[src/rtl/thermPkg.sv]
package thermPkg;
  localparam int ADDR_W = 6;
  localparam int DATA_W = 64;
  localparam logic [ADDR_W-1:0] OFF_THRESH = 6'h08;
  localparam logic [ADDR_W-1:0] OFF_TEMP   = 6'h10;
  localparam logic [ADDR_W-1:0] OFF_CAP    = 6'h20;

  typedef enum logic [1:0] {
    LVL_NONE,
    LVL_HALF,
    LVL_NINETY,
    LVL_FULL
  } thrLevel_e;

  typedef struct packed {
    logic wrThresh;
    logic selThresh;
    logic selTemp;
    logic selCap;
  } regStrobe_t;
endpackage

[src/rtl/thermDatapath.sv]
module thermDatapath
  import thermPkg::*;
#(
  parameter int TEMP_W = 7,
  parameter logic [TEMP_W-1:0] RST_ALARM = 85,
  parameter logic [TEMP_W-1:0] RST_CRIT  = 95,
  parameter logic [TEMP_W-1:0] RST_TRIP  = 105
) (
  input  logic              clk,
  input  logic              rstN,
  input  logic [TEMP_W-1:0] tempIn,
  input  logic              noThrottle,
  input  regStrobe_t        strobe,
  input  logic [DATA_W-1:0] wrData,
  output logic [DATA_W-1:0] rdData,
  output logic              hitAlarm,
  output logic              hitCrit,
  output logic              hitTrip,
  output logic              policy
);
  localparam int ALARM_LSB = 0;
  localparam int ALARM_EN  = 7;
  localparam int CRIT_LSB  = 8;
  localparam int CRIT_EN   = 15;
  localparam int TRIP_LSB  = 24;
  localparam int ST_ALARM  = 32;
  localparam int ST_CRIT   = 33;
  localparam int POL_BIT   = 44;

  logic [TEMP_W-1:0] tempReg, alarmLvl, critLvl, tripLvl;
  logic              alarmEn, critEn;

  always_ff @(posedge clk) begin
    if (!rstN) begin
      tempReg  <= '0;
      alarmLvl <= RST_ALARM;
      critLvl  <= RST_CRIT;
      tripLvl  <= RST_TRIP;
      alarmEn  <= 1'b0;
      critEn   <= 1'b0;
      policy   <= 1'b0;
    end else begin
      tempReg <= tempIn;
      if (strobe.wrThresh) begin
        alarmLvl <= wrData[ALARM_LSB +: TEMP_W];
        alarmEn  <= wrData[ALARM_EN];
        critLvl  <= wrData[CRIT_LSB +: TEMP_W];
        critEn   <= wrData[CRIT_EN];
        tripLvl  <= wrData[TRIP_LSB +: TEMP_W];
        policy   <= wrData[POL_BIT];
      end
    end
  end

  assign hitAlarm = alarmEn && !noThrottle && (tempReg >= alarmLvl);
  assign hitCrit  = critEn  && !noThrottle && (tempReg >= critLvl);
  assign hitTrip  = (tempReg >= tripLvl);

  always_comb begin
    rdData = '0;
    if (strobe.selThresh) begin
      rdData[ALARM_LSB +: TEMP_W] = alarmLvl;
      rdData[ALARM_EN]            = alarmEn;
      rdData[CRIT_LSB +: TEMP_W]  = critLvl;
      rdData[CRIT_EN]             = critEn;
      rdData[TRIP_LSB +: TEMP_W]  = tripLvl;
      rdData[ST_ALARM]            = hitAlarm;
      rdData[ST_CRIT]             = hitCrit;
      rdData[POL_BIT]             = policy;
    end else if (strobe.selTemp) begin
      rdData[TEMP_W-1:0] = tempReg;
    end else if (strobe.selCap) begin
      rdData[0] = noThrottle;
    end
  end


  thresh_hold_chk: assert property (@(posedge clk) disable iff (!rstN)
    !strobe.wrThresh |=> $stable({alarmLvl, alarmEn, critLvl, critEn, tripLvl, policy}));


  thresh_load_chk: assert property (@(posedge clk) disable iff (!rstN)
    strobe.wrThresh |=> tripLvl == $past(wrData[TRIP_LSB +: TEMP_W]));
endmodule

[src/rtl/thermControl.sv]
module thermControl
  import thermPkg::*;
#(
  parameter int WINDOW    = 10,
  parameter int HALF_ON   = 5,
  parameter int NINETY_ON = 9
) (
  input  logic              clk,
  input  logic              rstN,
  input  logic [ADDR_W-1:0] regAddr,
  input  logic              regWrEn,
  input  logic              hitAlarm,
  input  logic              hitCrit,
  input  logic              hitTrip,
  input  logic              policy,
  input  logic              noThrottle,
  output regStrobe_t        strobe,
  output logic              throttleGate,
  output logic              fatalReq
);
  localparam int CNT_W = $clog2(WINDOW);

  logic [CNT_W-1:0] winCnt;
  thrLevel_e        level;

  always_comb begin
    strobe.wrThresh  = regWrEn && (regAddr == OFF_THRESH);
    strobe.selThresh = (regAddr == OFF_THRESH);
    strobe.selTemp   = (regAddr == OFF_TEMP);
    strobe.selCap    = (regAddr == OFF_CAP);
  end

  always_comb begin
    if (hitCrit)                 level = LVL_FULL;
    else if (hitAlarm && policy) level = LVL_HALF;
    else if (hitAlarm)           level = LVL_NINETY;
    else                         level = LVL_NONE;
  end

  always_ff @(posedge clk) begin
    if (!rstN) begin
      winCnt       <= '0;
      throttleGate <= 1'b0;
      fatalReq     <= 1'b0;
    end else begin
      winCnt <= (winCnt == CNT_W'(WINDOW - 1)) ? '0 : winCnt + 1'b1;
      unique case (level)
        LVL_FULL:   throttleGate <= 1'b1;
        LVL_NINETY: throttleGate <= (winCnt < CNT_W'(NINETY_ON));
        LVL_HALF:   throttleGate <= (winCnt < CNT_W'(HALF_ON));
        default:    throttleGate <= 1'b0;
      endcase
      fatalReq <= fatalReq | hitTrip;
    end
  end


  crit_full_chk: assert property (@(posedge clk) disable iff (!rstN)
    hitCrit |=> throttleGate);


  fatal_sticky_chk: assert property (@(posedge clk) disable iff (!rstN)
    fatalReq |=> fatalReq);


  strap_quiet_chk: assert property (@(posedge clk) disable iff (!rstN)
    noThrottle |=> !throttleGate);


  win_range_chk: assert property (@(posedge clk) disable iff (!rstN)
    winCnt < CNT_W'(WINDOW));
endmodule

[src/rtl/thermThrottleTop.sv]
module thermThrottleTop
  import thermPkg::*;
#(
  parameter int TEMP_W    = 7,
  parameter int WINDOW    = 10,
  parameter int HALF_ON   = 5,
  parameter int NINETY_ON = 9
) (
  input  logic              clk,
  input  logic              rstN,
  input  logic [TEMP_W-1:0] tempIn,
  input  logic              noThrottle,
  input  logic [5:0]        regAddr,
  input  logic              regWrEn,
  input  logic [63:0]       regWrData,
  output logic [63:0]       regRdData,
  output logic              throttleGate,
  output logic              fatalReq
);
  regStrobe_t strobe;
  logic hitAlarm, hitCrit, hitTrip, policy;

  thermControl #(
    .WINDOW(WINDOW), .HALF_ON(HALF_ON), .NINETY_ON(NINETY_ON)
  ) u_ctl (
    .clk(clk), .rstN(rstN), .regAddr(regAddr), .regWrEn(regWrEn),
    .hitAlarm(hitAlarm), .hitCrit(hitCrit), .hitTrip(hitTrip),
    .policy(policy), .noThrottle(noThrottle), .strobe(strobe),
    .throttleGate(throttleGate), .fatalReq(fatalReq)
  );

  thermDatapath #(.TEMP_W(TEMP_W)) u_dp (
    .clk(clk), .rstN(rstN), .tempIn(tempIn), .noThrottle(noThrottle),
    .strobe(strobe), .wrData(regWrData), .rdData(regRdData),
    .hitAlarm(hitAlarm), .hitCrit(hitCrit), .hitTrip(hitTrip),
    .policy(policy)
  );
endmodule

[config.mk]
export PLATFORM = sky130hd
export DESIGN_NAME = thermThrottleTop
export DESIGN_NICKNAME = d
export VERILOG_FILES = /design/src/rtl/thermPkg.sv /design/src/rtl/thermDatapath.sv /design/src/rtl/thermControl.sv /design/src/rtl/thermThrottleTop.sv
export SDC_FILE = /design/constraint.sdc
export NUM_CORES = 1
export LEC_CHECK = 0
export ABC_AREA = 1
export ABC_CLOCK_PERIOD_IN_PS = 2650
export BUFFER_PORTS_ARGS = -buffer_cell sky130_fd_sc_hd__buf_4
export CORE_MARGIN = 2
export CORE_UTILIZATION = 47
export CTS_CLUSTER_DIAMETER = 150
export DETAILED_ROUTE_END_ITERATION = 10
export GPL_ROUTABILITY_DRIVEN = 0
export GPL_TIMING_DRIVEN = 0
export PLACE_DENSITY = 0.92
export SLEW_MARGIN = 15
export SYNTH_ARGS = -nofsm -noshare
export SYNTH_HDL_FRONTEND = slang
export SYNTH_SLANG_ARGS = --single-unit
[constraint.sdc]
create_clock -name clk -period 2.65 [get_ports clk]
set_input_delay 0.1325 -clock clk [delete_from_list [all_inputs] [get_ports clk]]
set_output_delay 0.1325 -clock clk [all_outputs]
set_load 0.02 [all_outputs]
==> run summary, run 1 <==
The run finished with clean final reports. In the layout the commonest cells are 105 x sky130_fd_sc_hd__buf_4, 53 x sky130_fd_sc_hd__inv_1, 38 x sky130_fd_sc_hd__conb_1, 37 x sky130_fd_sc_hd__dfxtp_1, 35 x sky130_fd_sc_hd__nand2_1. The arrival time of the worst setup path is 1740 ps. The tightest min-delay check is of the primary input to flip-flop type.

The clock latency on the worst-skew pair came out at 300 ps. The initial antenna violation count came out at 0. The post-synthesis cell count is 320. The via count of the first global-routing pass is 2223. The slowest stage of the critical path is the sky130_fd_sc_hd__dfxtp_1 cell. In the post-synthesis netlist, the biggest area contributors are sky130_fd_sc_hd__dfxtp_1 31%, sky130_fd_sc_hd__ha_1 12%, sky130_fd_sc_hd__buf_4 12%. The detailed router finished its first iteration with 103 violations. The clock-pin transition on the worst setup and hold timing paths is 80 ps.

The signal on the critical path passes through inv_1 -> ha_1 -> nand2_1 -> nor2_1 -> nand3_1 -> nand3_1 -> nand2_1 -> nor2_1 -> buf_4. The I/O pin total is 147. The fraction of registers with async set/reset is 0%. The count of endpoints failing hold in the final timing report came to 0.

The die footprint is 5700 um^2. The number of distinct standard cells referenced by the synthesized netlist came out at 31. The share of cells above drive strength 1 is 31.9%. The final route contains 2269 vias.

The critical path is of the flip-flop to primary output type. The count of endpoints failing setup in the final report came out at 0. The maximum number of pins on one net before global-route repair is 13. Across every metal layer, demand over resource in global routing totals 21.8%. The total negative slack for setup checks came out at 0 ps. Leaving out fill and tap cells, the most frequent cell in the layout is sky130_fd_sc_hd__buf_4. Cell internal power was estimated by the tool at 987 uW. The starting density of the core came out at 48.0%. Setup repair after global routing left no endpoint under its margin. The CTS sink count is 37. Each instance of the synthesized netlist takes up on average 7.52 um^2. The H-tree was split into 2 levels. Post-CTS repair changed the size of 0 cells. The max-slew violation count came out at 0. The number of nets with antenna violations after detailed routing is 0.

The number of diodes is 0. The max-slew headroom at the worst pin is 59.1%. The worst path buffer plus inverter count is 2. The fraction of the cycle the final worst path needs came out at 70.6%. The number of nets in the final layout came out at 536.

The share of the synthesized area in the top cell type came out at 30.8%. The first global-routing pass estimated 9.45 mm of wire. The dominant register cell in the synthesized netlist is sky130_fd_sc_hd__dfxtp_1.

The tool flagged a number of max-cap violations equal to 0. The part of the total power dissipated in combinational logic came out at 18.0%. From synthesis to final layout, the design area changed by 35.3%.

For this design the ratio of total power to cell area is 411 nW/um^2. Per report_power, the sequential group accounts for 43.4% of the total. The detailed-route wire length came out at 5.92 mm.

The cell taking the most area after synthesis is sky130_fd_sc_hd__dfxtp_1. The number of enable-type register cells in the synthesized netlist is 0. The clock network accounts for 38.5% of the total power. Data on the critical path is required at its endpoint by 2520 ps. The number of DRC violations after detailed routing is 0.

The number of buffers added by the clock tree synthesis step came out at 5. The final critical-path required period came out at 1870 ps. The number of hold buffers added after CTS came out at 0. Summing every instance area after synthesis gives 2400 um^2. The count of warnings emitted by yosys came out at 0. The cell family with the largest share of critical-path delay is simple AND/OR/NAND/NOR gates. The number of search-and-repair iterations in the first detailed-routing pass came out at 4. The clock tree buffer depth is 2. TritonCTS built the clock tree. The per-cell routed wire length is 11.8 um.

Of the synthesized area, sequential elements account for 30.8%. Timing would allow up to 534 MHz. The slew at the pin with the worst max-slew slack is 613 ps. Port buffering added 67 buffers. After legalization and detailed placement, the total HPWL measured 4.71 mm. The total of flip-flops plus latches after synthesis came out at 37. The post-route worst setup slack came out at 779 ps. The die is 75.5 um tall.

The core area is 5010 um^2. The cell row count is 26. The worst setup path is captured at a primary output. On the final layout, the worst clock skew is 7.57 ps. The fraction of power spent switching nets is 26.2%.

The minimum setup slack after placement is 1110 ps. The worst-case IR drop observed on VDD is 0.000380 V. The cell at the root of the clock tree is sky130_fd_sc_hd__clkbuf_8. The die is 75.5 um wide. The worst setup path is launched from a flip-flop.

The total congestion overflow after global routing is 0. Dividing the detail-routed via count by the number of cells gives 4.52. The analysis attributes to net switching a power of 351 uW.

After clock tree synthesis, the setup repair step added 0 buffers. The largest incremental delay on the critical path came out at 310 ps. The maximum fanout encountered on the critical timing path is 3.

The filler cell count in the final layout is 438. The standby leakage power came out at 1.84 nW.
==> power groups by stage <==
stage / combinational, mW / clock, mW / sequential [mW]
2_1_floorplan: 0.168 / 0 / 0.590
3_3_place_gp: 0.232 / 0 / 0.593
3_5_place_dp: 0.239 / 0 / 0.594
4_1_cts: 0.239 / 0.522 / 0.581
5_1_grt: 0.269 / 0.545 / 0.583
6_report: 0.242 / 0.516 / 0.581
==> worst paths after layout <==
| path | end | from | slack [ps] | cells past startpoint |
|---|---|---|---|---|
| worst max-delay path | regRdData[33] | u_dp.critLvl[6]$_SDFFE_PN1P_ | 780 | 9 |
| worst min-delay path | u_dp.tempReg[3]$_SDFF_PN0_ | tempIn[3] | 10 | 3 |
| worst max register to register | u_ctl.throttleGate$_SDFF_PN0_ | u_dp.alarmLvl[6]$_SDFFE_PN1P_ | 1250 | 8 |
| worst min register to register | u_dp.alarmLvl[5]$_SDFFE_PN0P_ | u_dp.alarmLvl[5]$_SDFFE_PN0P_ | 500 | 2 |
==> area by class of cell <==
type | instances | area, um^2 | share of cell area (%)
clock inverter | 2 | 37.5 | 1.15
multi-input combinational | 218 | 1230 | 37.9
buffer | 48 | 367 | 11.3
clock buffer | 6 | 82.6 | 2.54
sequential | 37 | 741 | 22.8
timing repair buffer | 67 | 503 | 15.5
tap | 70 | 87.6 | 2.69
inverter | 54 | 203 | 6.23
==> kinds of logic (layout without fill, tap and decap cells) <==
logic type	count (synthesis)	after routing	synth area share, %
XOR/XNOR	2	2	0.729
adder cells (fa/ha/maj)	24	24	12.5
buffers and inverters	102	177	23.7
other	1	38	0.156
AND/OR/NAND/NOR	87	87	15.7
AO/OA/AOI/OAI	67	67	16.5
flip-flops	37	37	30.8
==> flip-flops by register name (all words and copies together) (netlist names) <==
register / flops
u_ctl.fatalReq: 1
u_ctl.throttleGate: 1
u_dp.tripLvl: 7
u_dp.critEn: 1
u_dp.alarmEn: 1
u_ctl.winCnt: 4
u_dp.alarmLvl: 7
u_dp.policy: 1
u_dp.critLvl: 7
u_dp.tempReg: 7
==> per-layer routing <==
metal  GRT usage (%)  part of all wire, %  vias up
li1                -                    -     1160
met1            25.0                   42     1023
met2            39.7                   51       81
met3            4.89                  6.1        5
met4            7.60                 0.86        0
met5               0                    0        -
==> cell usage after synthesis, types with 2 or more instances <==
cell	count
sky130_fd_sc_hd__a21oi_1	26
sky130_fd_sc_hd__ha_1	24
sky130_fd_sc_hd__nor2_2	3
sky130_fd_sc_hd__nor3_1	2
sky130_fd_sc_hd__o22ai_1	6
sky130_fd_sc_hd__buf_2	2
sky130_fd_sc_hd__dfxtp_1	37
sky130_fd_sc_hd__nand2_1	35
sky130_fd_sc_hd__nand3_1	8
sky130_fd_sc_hd__nand4_1	2
sky130_fd_sc_hd__nor2_1	34
sky130_fd_sc_hd__o21ai_2	6
sky130_fd_sc_hd__inv_1	53
sky130_fd_sc_hd__o21ai_0	18
sky130_fd_sc_hd__buf_1	2
sky130_fd_sc_hd__buf_6	4
sky130_fd_sc_hd__a21oi_2	6
sky130_fd_sc_hd__o21ai_1	2
sky130_fd_sc_hd__buf_4	38
==> worst register-to-register path, delay by kind of cell (launching register included) <==
kind | cells | cell delay [ps]
adder cells (fa/ha/maj) | 1 | 300
AO/OA/AOI/OAI | 1 | 140
buffers and inverters | 1 | 70
AND/OR/NAND/NOR | 5 | 510
flip-flops | 1 | 320
==> per-stage QoR <==
step | cells | util, % | instance area (um^2) | power, mW | hold WS [ps]
after floorplan | 357 | - | 2540 | 0.758 | 230
after global placement | 494 | 62.6 | 3130 | 0.824 | 316
after detailed placement | 494 | 62.6 | 3130 | 0.832 | 319
after CTS | 502 | 65.0 | 3250 | 1.34 | 10.2
after global routing | 502 | 65.0 | 3250 | 1.40 | 19.6
final | 502 | 65.0 | 3250 | 1.34 | 14.7
Note: power is estimated with default switching activity, not from simulation.
==> run 2, diff against run 1 <==
--- a/config.mk
+++ b/config.mk
@@ -6,15 +6,15 @@
 export NUM_CORES = 1
 export LEC_CHECK = 0
 export ABC_AREA = 1
-export ABC_CLOCK_PERIOD_IN_PS = 2650
+export ABC_CLOCK_PERIOD_IN_PS = 1600
 export BUFFER_PORTS_ARGS = -buffer_cell sky130_fd_sc_hd__buf_4
 export CORE_MARGIN = 2
-export CORE_UTILIZATION = 47
+export CORE_UTILIZATION = 39
 export CTS_CLUSTER_DIAMETER = 150
 export DETAILED_ROUTE_END_ITERATION = 10
 export GPL_ROUTABILITY_DRIVEN = 0
 export GPL_TIMING_DRIVEN = 0
-export PLACE_DENSITY = 0.92
+export PLACE_DENSITY = 0.83
 export SLEW_MARGIN = 15
 export SYNTH_ARGS = -nofsm -noshare
 export SYNTH_HDL_FRONTEND = slang
==> constraint.sdc (replaced) <==
create_clock -name clk -period 1.6 [get_ports clk]
set_input_delay 0.08 -clock clk [delete_from_list [all_inputs] [get_ports clk]]
set_output_delay 0.08 -clock clk [all_outputs]
set_load 0.02 [all_outputs]
==> run 2 against run 1 <==
The flow now finishes with violations (setup timing). Sequential power rose by 66%. Final area is 16% higher. Via count rose by 8.3%. Hold slack got worse by 1.9 ps. Wire length rose by 20%. Combinational power rose by 99%. Non-clock buffer count is 25 higher. Setup slack got worse by 920 ps. Clock-buffer cell count shrank 1. Critical path depth grew 1. Core utilization is 1.6 points lower. Critical endpoint unchanged.
==> run summary, run 2 (same netlist as run 1, synthesis figures left out) <==
The number of search-and-repair iterations in the first detailed-routing pass came out at 4 (unchanged). Leaving out fill and tap cells, the most frequent cell in the layout is sky130_fd_sc_hd__buf_4. The critical path class is flip-flop to primary output. The final reports fail on setup timing. The fraction of the cycle the final worst path needs is 109%. The internal reg-to-reg setup slack came out at -100 ps (-1350 ps). The detailed-route wire length is 7.10 mm (+20%). The maximum fanout encountered on the critical timing path is 4 (+1). The count of endpoints failing setup in the final report came out at 3 (+3). Setup repair after global routing could not meet its margin everywhere. The global-route total usage across every layer is 20.6% (-1.2 points).

The standby leakage power came out at 1.96 nW (+6.4%). The global-route wire length before repair is 10.6 mm (+12%). The total congestion overflow after global routing came out at 0 (unchanged). TritonCTS built the clock tree.

The clock tree buffer depth came out at 2 (unchanged). The number of diodes came to 0 (unchanged). The max-slew headroom at the worst pin came out at 57.9% (-1.3 points). The endpoint of the worst hold-timing path is u_dp.alarmLvl[2]$_SDFFE_PN1P_.

The starting density of the core is 40.4% (-7.6 points). The number of nets in the final layout is 561 (+4.7%). The worst supply voltage drop on vdd is 0.000418 V (+9.9%). For the finished layout, the period the worst path requires is 1740 ps.

The post-route worst setup slack is -139 ps (-918 ps). The per-cell routed wire length came out at 13.3 um (+13%). The detailed-route vias per instance is 4.62 (+2.2%). The CTS sink count came out at 37 (unchanged).

The max-capacitance violation count came out at 0 (unchanged). The arrival time of the worst setup path is 1660 ps (-80 ps). The initial antenna violation count is 0 (unchanged). The required time reported for the critical path endpoint is 1520 ps (-1000 ps). The placed wire-length estimate after detailed placement came out at 4.70 mm (-0.18%). The via count of the first global-routing pass came out at 2356 (+6.0%).

In the layout the commonest cells are 114 x sky130_fd_sc_hd__buf_4, 39 x sky130_fd_sc_hd__inv_1, 38 x sky130_fd_sc_hd__conb_1, 29 x sky130_fd_sc_hd__nor2_1, 28 x sky130_fd_sc_hd__nand2_1. The total power is 2.41 mW (+80%). The I/O pin total came out at 147 (unchanged). The final setup skew is 3.88 ps (-3.69 ps). The clock latency on the worst-skew pair came out at 290 ps (about the same).

The maximum frequency from static timing analysis came out at 575 MHz. The CTS H-tree depth is 2 (unchanged). The max-slew violation count came out at 0 (unchanged). The number of nets with antenna violations after detailed routing came out at 0 (unchanged). The slew at the pin with the worst max-slew slack was 632 ps (+18.8 ps).

The die footprint came out at 6810 um^2 (+19%). The clock-pin transition on the worst setup and hold timing paths came out at 70 ps (about the same). The hold path depth is 3 (unchanged). The count of endpoints failing hold in the final timing report is 0 (unchanged). The count of routing violations after the opening detailed-route iteration was 159 (+54%). The beginning of the worst hold path is regWrData[2].

The share of cells above drive strength 1 came out at 46.0% (+14 points). The core area came out at 5960 um^2 (+19%). The area growth from synthesis to layout came out at 56.9%. The worst reg2reg path depth came out at 11 (+3). The number of DRC violations after detailed routing came to 0 (unchanged). The cell sitting at the root of the clock tree is a sky130_fd_sc_hd__clkbuf_8. The startpoint kind of the worst setup timing path is a flip-flop. The filler cell count in the final layout is 491 (+12%). The worst setup path is captured at a primary output. The total number of vias came to 2458 (+8.3%). The cell row count is 28 (+7.7%). The number of buffers added by the clock tree synthesis step was 5 (unchanged).

The destination of the worst register-to-register timing path is u_ctl.throttleGate$_SDFF_PN0_. The power density over the cells is 639 nW/um^2 (+55%). The horizontal die dimension came out at 82.5 um (+9.3%). The min-delay analysis places its worst path in the category primary input to flip-flop. The maximum number of pins on one net before global-route repair is 13 (unchanged). The vertical die dimension is 82.5 um (+9.3%). In this run the critical register-to-register path is launched from u_dp.alarmLvl[2]$_SDFFE_PN1P_. The run finished, with violations left. The number of buffers added on ports came out at 67 (unchanged). The fraction of the core area covered by cells at the end of the flow came out at 63.3% (-1.6 points).
-- run 2: cell types whose count changed in the layout (fill, tap and decap cells not counted), sizes merged --
| cell | delta |
|---|---|
| bufinv | +1 |
| buf | +11 |
| dlygate4sd3 | +14 |
| clkbuf | -1 |
| clkinvlp | -1 |
| clkinv | +1 |
-- run 2: routing by layer --
layer	GRT usage [%]	wire length, um
met3	5.00	594
met2	37.9	3610
met5	0	0
met4	9.51	200
met1	22.1	2690
-- run 2: worst max-delay path by stage --
stage	to	start	cells past startpoint
after floorplan	regRdData[32]	u_dp.alarmLvl[6]$_SDFFE_PN1P_	8
after global placement	regRdData[32]	u_dp.alarmLvl[6]$_SDFFE_PN1P_	9
after detailed placement	regRdData[32]	u_dp.alarmLvl[6]$_SDFFE_PN1P_	9
after CTS	regRdData[32]	u_dp.tempReg[2]$_SDFF_PN0_	8
after global routing	regRdData[33]	u_dp.tempReg[1]$_SDFF_PN0_	10
final	regRdData[33]	u_dp.tempReg[1]$_SDFF_PN0_	10
-- run 2: power breakdown --
group	switching [mW]	internal, mW
Sequential	0.0296	0.938
Combinational	0.243	0.238
Clock	0.344	0.619
Total	0.617	1.79
-- run 2: area by class of cell --
class / instances / area (um^2) / share of cell area [%]
well taps: 75 / 93.8 / 2.49
inverters: 54 / 208 / 5.51
flip-flops and latches: 37 / 777 / 20.6
repair buffers: 92 / 733 / 19.4
clock buffers: 5 / 68.8 / 1.82
multi-input cells: 218 / 1460 / 38.7
clock inverters: 3 / 65.1 / 1.72
plain buffers: 48 / 367 / 9.72
-- run 2: repair_timing --
action,CTS,global route
gates resized for setup,48,28
hold buffers,14,0
endpoints found under the setup margin,2,3
hold endpoints to repair,14,0
buffers inserted,4,7
cloned,0,0
pin swaps,18,22
-- run 2: worst max-delay path: stages (launching register included) --
cell                      delay [ps]
sky130_fd_sc_hd__dfxtp_4         380
sky130_fd_sc_hd__ha_4            270
sky130_fd_sc_hd__nand2_2          50
sky130_fd_sc_hd__inv_2            60
sky130_fd_sc_hd__nand2_1          60
sky130_fd_sc_hd__nand2_1          70
sky130_fd_sc_hd__nand2_1          60
sky130_fd_sc_hd__nand3_2          90
sky130_fd_sc_hd__nand2_2          60
sky130_fd_sc_hd__nor2_2          130
sky130_fd_sc_hd__buf_6           140
-- run 2: per-stage QoR --
stage / worst slack [ps] / hold WS (ps) / cells / setup TNS, ps / instance area [um^2]
final: -139 / 12.8 / 532 / -376 / 3770
after global routing: -191 / 8.66 / 532 / -522 / 3770
after CTS: -94.8 / 4.94 / 525 / -220 / 3640
after detailed placement: 93.3 / 271 / 499 / 0 / 3140
after global placement: 135 / 268 / 499 / 0 / 3140
after floorplan: 215 / 178 / 357 / 0 / 2540
==> run 3, diff against run 2 <==
--- a/config.mk
+++ b/config.mk
@@ -9,13 +9,13 @@
 export ABC_CLOCK_PERIOD_IN_PS = 1600
 export BUFFER_PORTS_ARGS = -buffer_cell sky130_fd_sc_hd__buf_4
 export CORE_MARGIN = 2
-export CORE_UTILIZATION = 39
+export CORE_UTILIZATION = 40
 export CTS_CLUSTER_DIAMETER = 150
 export DETAILED_ROUTE_END_ITERATION = 10
 export GPL_ROUTABILITY_DRIVEN = 0
-export GPL_TIMING_DRIVEN = 0
 export PLACE_DENSITY = 0.83
 export SLEW_MARGIN = 15
 export SYNTH_ARGS = -nofsm -noshare
 export SYNTH_HDL_FRONTEND = slang
+export SYNTH_HIERARCHICAL = 1
 export SYNTH_SLANG_ARGS = --single-unit
==> run 3 against run 2 <==
The flow still finishes with violations (setup timing). Die area grew 0.85%. Via count shrank 0.53%. Critical path depth shrank 1. Final area shrank 6.3%. Synthesized area grew 3.5%. Sequential share of layout area grew 1.4 points. Clock power shrank 11%. Non-clock buffer count shrank 44. First-iteration DRC count shrank 18%. Clock-buffer cell count grew 1. Largest power group unchanged.
==> run summary, run 3 <==
The cell that appears most often on the critical path is sky130_fd_sc_hd__nand2_2. The standby leakage power came out at 1.94 nW (-0.93%). Among all flip-flop cells after synthesis, the most frequent one is sky130_fd_sc_hd__dfxtp_1. The die footprint is 6870 um^2 (+0.85%).

The number of distinct standard cells referenced by the synthesized netlist is 22 (-29%). The fraction of the cycle the final worst path needs came out at 110% (+1.2 points). The arrival time of the worst setup path came out at 1680 ps (+20 ps). The required time reported for the critical path endpoint was 1520 ps (about the same). The number of buffers added on ports came out at 68 (+1.5%). The max-capacitance violation count came out at 0 (unchanged). The met3 capacity usage during global routing was 5.07% (+0.070 points).

The worst path buffer plus inverter count is 2 (unchanged). The worst reg2reg path depth came out at 12 (+1). The count of endpoints failing hold in the final timing report is 0 (unchanged). The vertical die dimension was 82.9 um (+0.42%). The fraction of the yosys area taken by sequential cells came to 29.8% (-1.0 points). The largest individual stage delay along the critical path comes from the cell sky130_fd_sc_hd__dfxtp_2. The final setup skew came out at 10.7 ps (+6.80 ps).

The maximum fanout encountered on the critical timing path is 3 (-1). Broken down by cell family, the worst path's largest delay share belongs to simple AND/OR/NAND/NOR gates. The multi-input logic area is 1500 um^2 (+2.8%).

The post-synthesis cell count is 359 (+12%). The area growth from synthesis to layout is 42.1%. The placed wire-length estimate after detailed placement is 4.38 mm (-6.8%). The flow ran to the end, but the final reports show violations. The largest incremental delay on the critical path is 330 ps (-50 ps).

The CTS sink count came out at 37 (unchanged). The maximum frequency from static timing analysis came out at 569 MHz (-1.1%). The fraction of registers with async set/reset is 0% (unchanged). The cell row count came out at 28 (unchanged). In the post-synthesis netlist, the cell with the most instances is sky130_fd_sc_hd__inv_1.

The detailed-route wire length came out at 6.91 mm (-2.6%). The count of endpoints failing setup in the final report came to 3 (unchanged). The endpoint identified for the worst register-to-register timing path is u_ctl/throttleGate$_SDFF_PN0_. The beginning of the worst hold path is regWrData[29]. By area the synthesized netlist is led by sky130_fd_sc_hd__dfxtp_1 30%, sky130_fd_sc_hd__ha_1 12%, sky130_fd_sc_hd__buf_4 11%.

The number of buffers added by the clock tree synthesis step is 5 (unchanged). The met1 routing resource usage after global routing is 21.6% (-0.56 points). The number of enable-type register cells in the synthesized netlist is 0 (unchanged).

The horizontal die dimension is 82.9 um (+0.42%). The count of warnings emitted by yosys came out at 6 (+6). The final reports fail on setup timing. The number of nets with antenna violations after detailed routing is 0 (unchanged). The total number of vias came out at 2445 (-0.53%). Ranked by instance count, the synthesized netlist is headed by 73 x sky130_fd_sc_hd__inv_1, 67 x sky130_fd_sc_hd__nand2_1, 38 x sky130_fd_sc_hd__buf_4. The maximum number of pins on one net before global-route repair is 29 (+16).

The total standard cell area after synthesis was 2490 um^2 (+3.5%). The slew at the pin with the worst max-slew slack is 552 ps (-80.3 ps). The clock-pin transition on the worst setup and hold timing paths came out at 80 ps (about the same). The clock tree buffer depth is 2 (unchanged). The min-delay analysis places its worst path in the category primary input to flip-flop. The max-slew violation count came out at 0 (unchanged). The via count of the first global-routing pass is 2376 (+0.85%). The total negative slack for setup checks came out at -389 ps (-13.9 ps). The count of routing violations after the opening detailed-route iteration was 131 (-18%). The biggest area contributor in the post-synthesis netlist is sky130_fd_sc_hd__dfxtp_1. The TritonCTS clock tree is built.

For hold timing, the worst endpoint is u_dp/tripLvl[5]$_SDFFE_PN1P_. The core area is 5960 um^2 (unchanged). The total of flip-flops plus latches after synthesis is 37 (unchanged). The global-route total usage across every layer came out at 19.6% (-1.0 points). The number of diodes is 0 (unchanged). The final critical-path required period came to 1760 ps (+18.8 ps). The worst setup path is launched from a flip-flop.

The clock latency on the worst-skew pair came to 290 ps (about the same). The post-route worst setup slack came out at -158 ps (-18.8 ps). The global-route met2 utilization came out at 35.9% (-2.0 points). The CTS H-tree depth came out at 2 (unchanged). The initial antenna violation count came out at 0 (unchanged). The synthesized area divided by synthesized cell count came out at 6.93 um^2 (-7.8%). The number of nets in the final layout is 554 (-1.2%). The number of search-and-repair iterations in the first detailed-routing pass came out at 4 (unchanged). STA classifies the critical path endpoint as a primary output. The commonest non-fill, non-tap cell in the layout is sky130_fd_sc_hd__buf_4.

The critical path class is flip-flop to primary output. The power density over the cells came out at 631 nW/um^2 (-1.4%). The startpoint identified for the worst register-to-register timing path is u_dp/critLvl[2]$_SDFFE_PN1P_. The per-cell routed wire length came to 13.2 um (-1.3%). Setup repair after global routing could not meet its margin everywhere. The max-slew headroom at the worst pin is 63.2% (+5.3 points).

The starting density of the core is 41.8% (+1.4 points). The internal reg-to-reg setup slack came out at -80 ps (+20 ps). The global-route wire length before repair is 11.0 mm (+4.0%). The final worst hold slack is 7.89 ps (-4.90 ps). The filler cell count in the final layout is 514 (+4.7%). The sequential standard cell area is 777 um^2 (unchanged). The I/O pin total is 147 (unchanged).

The hold path depth is 3 (unchanged). The share of the synthesized area in the top cell type is 29.8% (-1.0 points). The busiest layer in global routing is met2. The total congestion overflow after global routing was 0 (unchanged). The cell at the root of the clock tree is sky130_fd_sc_hd__clkbuf_8. The worst supply voltage drop on vdd came out at 0.000425 V (+1.6%). The number of DRC violations after detailed routing was 0 (unchanged). The share of cells above drive strength 1 is 36.2% (-9.7 points).

The detailed-route vias per instance is 4.66 (+0.80%). In the layout the commonest cells are 81 x sky130_fd_sc_hd__buf_4, 60 x sky130_fd_sc_hd__nand2_1, 59 x sky130_fd_sc_hd__inv_1, 38 x sky130_fd_sc_hd__conb_1, 24 x sky130_fd_sc_hd__o21ai_0. Traced cell by cell, the critical path runs through inv_2 -> ha_4 -> nand2_2 -> nor2_1 -> nand3_1 -> nand3_2 -> nand2_2 -> nor2_2 -> buf_6.
run 3: power by group:
part	switching (mW)	internal (mW)	total, mW
Clock	0.350	0.507	0.857
Sequential	0.0305	0.938	0.968
Combinational	0.225	0.180	0.404
run 3: what timing repair did:
item | in CTS | in global routing
hold buffers | 13 | 0
endpoints found under the hold margin | 13 | 0
setup endpoints to repair | 2 | 4
pin swaps | 18 | 16
gates cloned | 0 | 0
resized for setup | 58 | 19
setup buffers | 8 | 2
run 3: kinds of logic after synthesis:
logic type / Yosys count / share of synthesized area, %
fa+ha+maj: 24 / 12.1
compound gates: 57 / 11.5
xor+xnor: 2 / 0.704
buf+inv: 124 / 26.4
flops: 37 / 29.8
simple gates: 114 / 19.5
other cells: 1 / 0.151
run 3: stage by stage:
step / instance area [um^2] / total power [mW] / cells / worst slack (ps) / util, %
2_1_floorplan: 2630 / 1.25 / 396 / 263 / -
3_3_place_gp: 2900 / 1.28 / 494 / 68.1 / 48.7
3_5_place_dp: 2900 / 1.30 / 494 / 70.3 / 48.7
4_1_cts: 3450 / 2.21 / 523 / -93.6 / 57.9
5_1_grt: 3540 / 2.33 / 525 / -230 / 59.4
6_report: 3540 / 2.23 / 525 / -158 / 59.4
run 3: how the worst max path moves through the flow:
stage | start | end | slack [ps] | depth (start not counted)
CTS | u_dp/tempReg[3]$_SDFF_PN0_ | regRdData[32] | -90 | 8
global placement | u_dp/tempReg[2]$_SDFF_PN0_ | u_ctl/throttleGate$_SDFF_PN0_ | 70 | 11
global route | u_dp/alarmLvl[2]$_SDFFE_PN1P_ | regRdData[32] | -230 | 9
finish | u_dp/alarmLvl[2]$_SDFFE_PN1P_ | regRdData[32] | -160 | 9
floorplan | u_dp/alarmLvl[2]$_SDFFE_PN1P_ | u_ctl/throttleGate$_SDFF_PN0_ | 260 | 12
detailed placement | u_dp/tempReg[6]$_SDFF_PN0_ | u_ctl/throttleGate$_SDFF_PN0_ | 70 | 11
run 3: worst min-delay path, cell delays in order:
cell and delay, ps:
sky130_fd_sc_hd__buf_4 80, sky130_fd_sc_hd__a21oi_1 50, sky130_fd_sc_hd__o21ai_0 60
run 3: final cells by class:
cell class	instances	area share [%]
clock buffers	6	2.34
clock inverters	2	1.06
flip-flops and latches	37	22.0
well taps	75	2.65
inverters	74	8.00
repair buffers	96	21.5
multi-input cells	235	42.5
run 3: metal layers:
layer | vias up | part of all wire [%]
met2 | 110 | 52
met1 | 1109 | 38
met3 | 14 | 7.3
met4 | 0 | 2.3
met5 | - | 0
li1 | 1212 | -
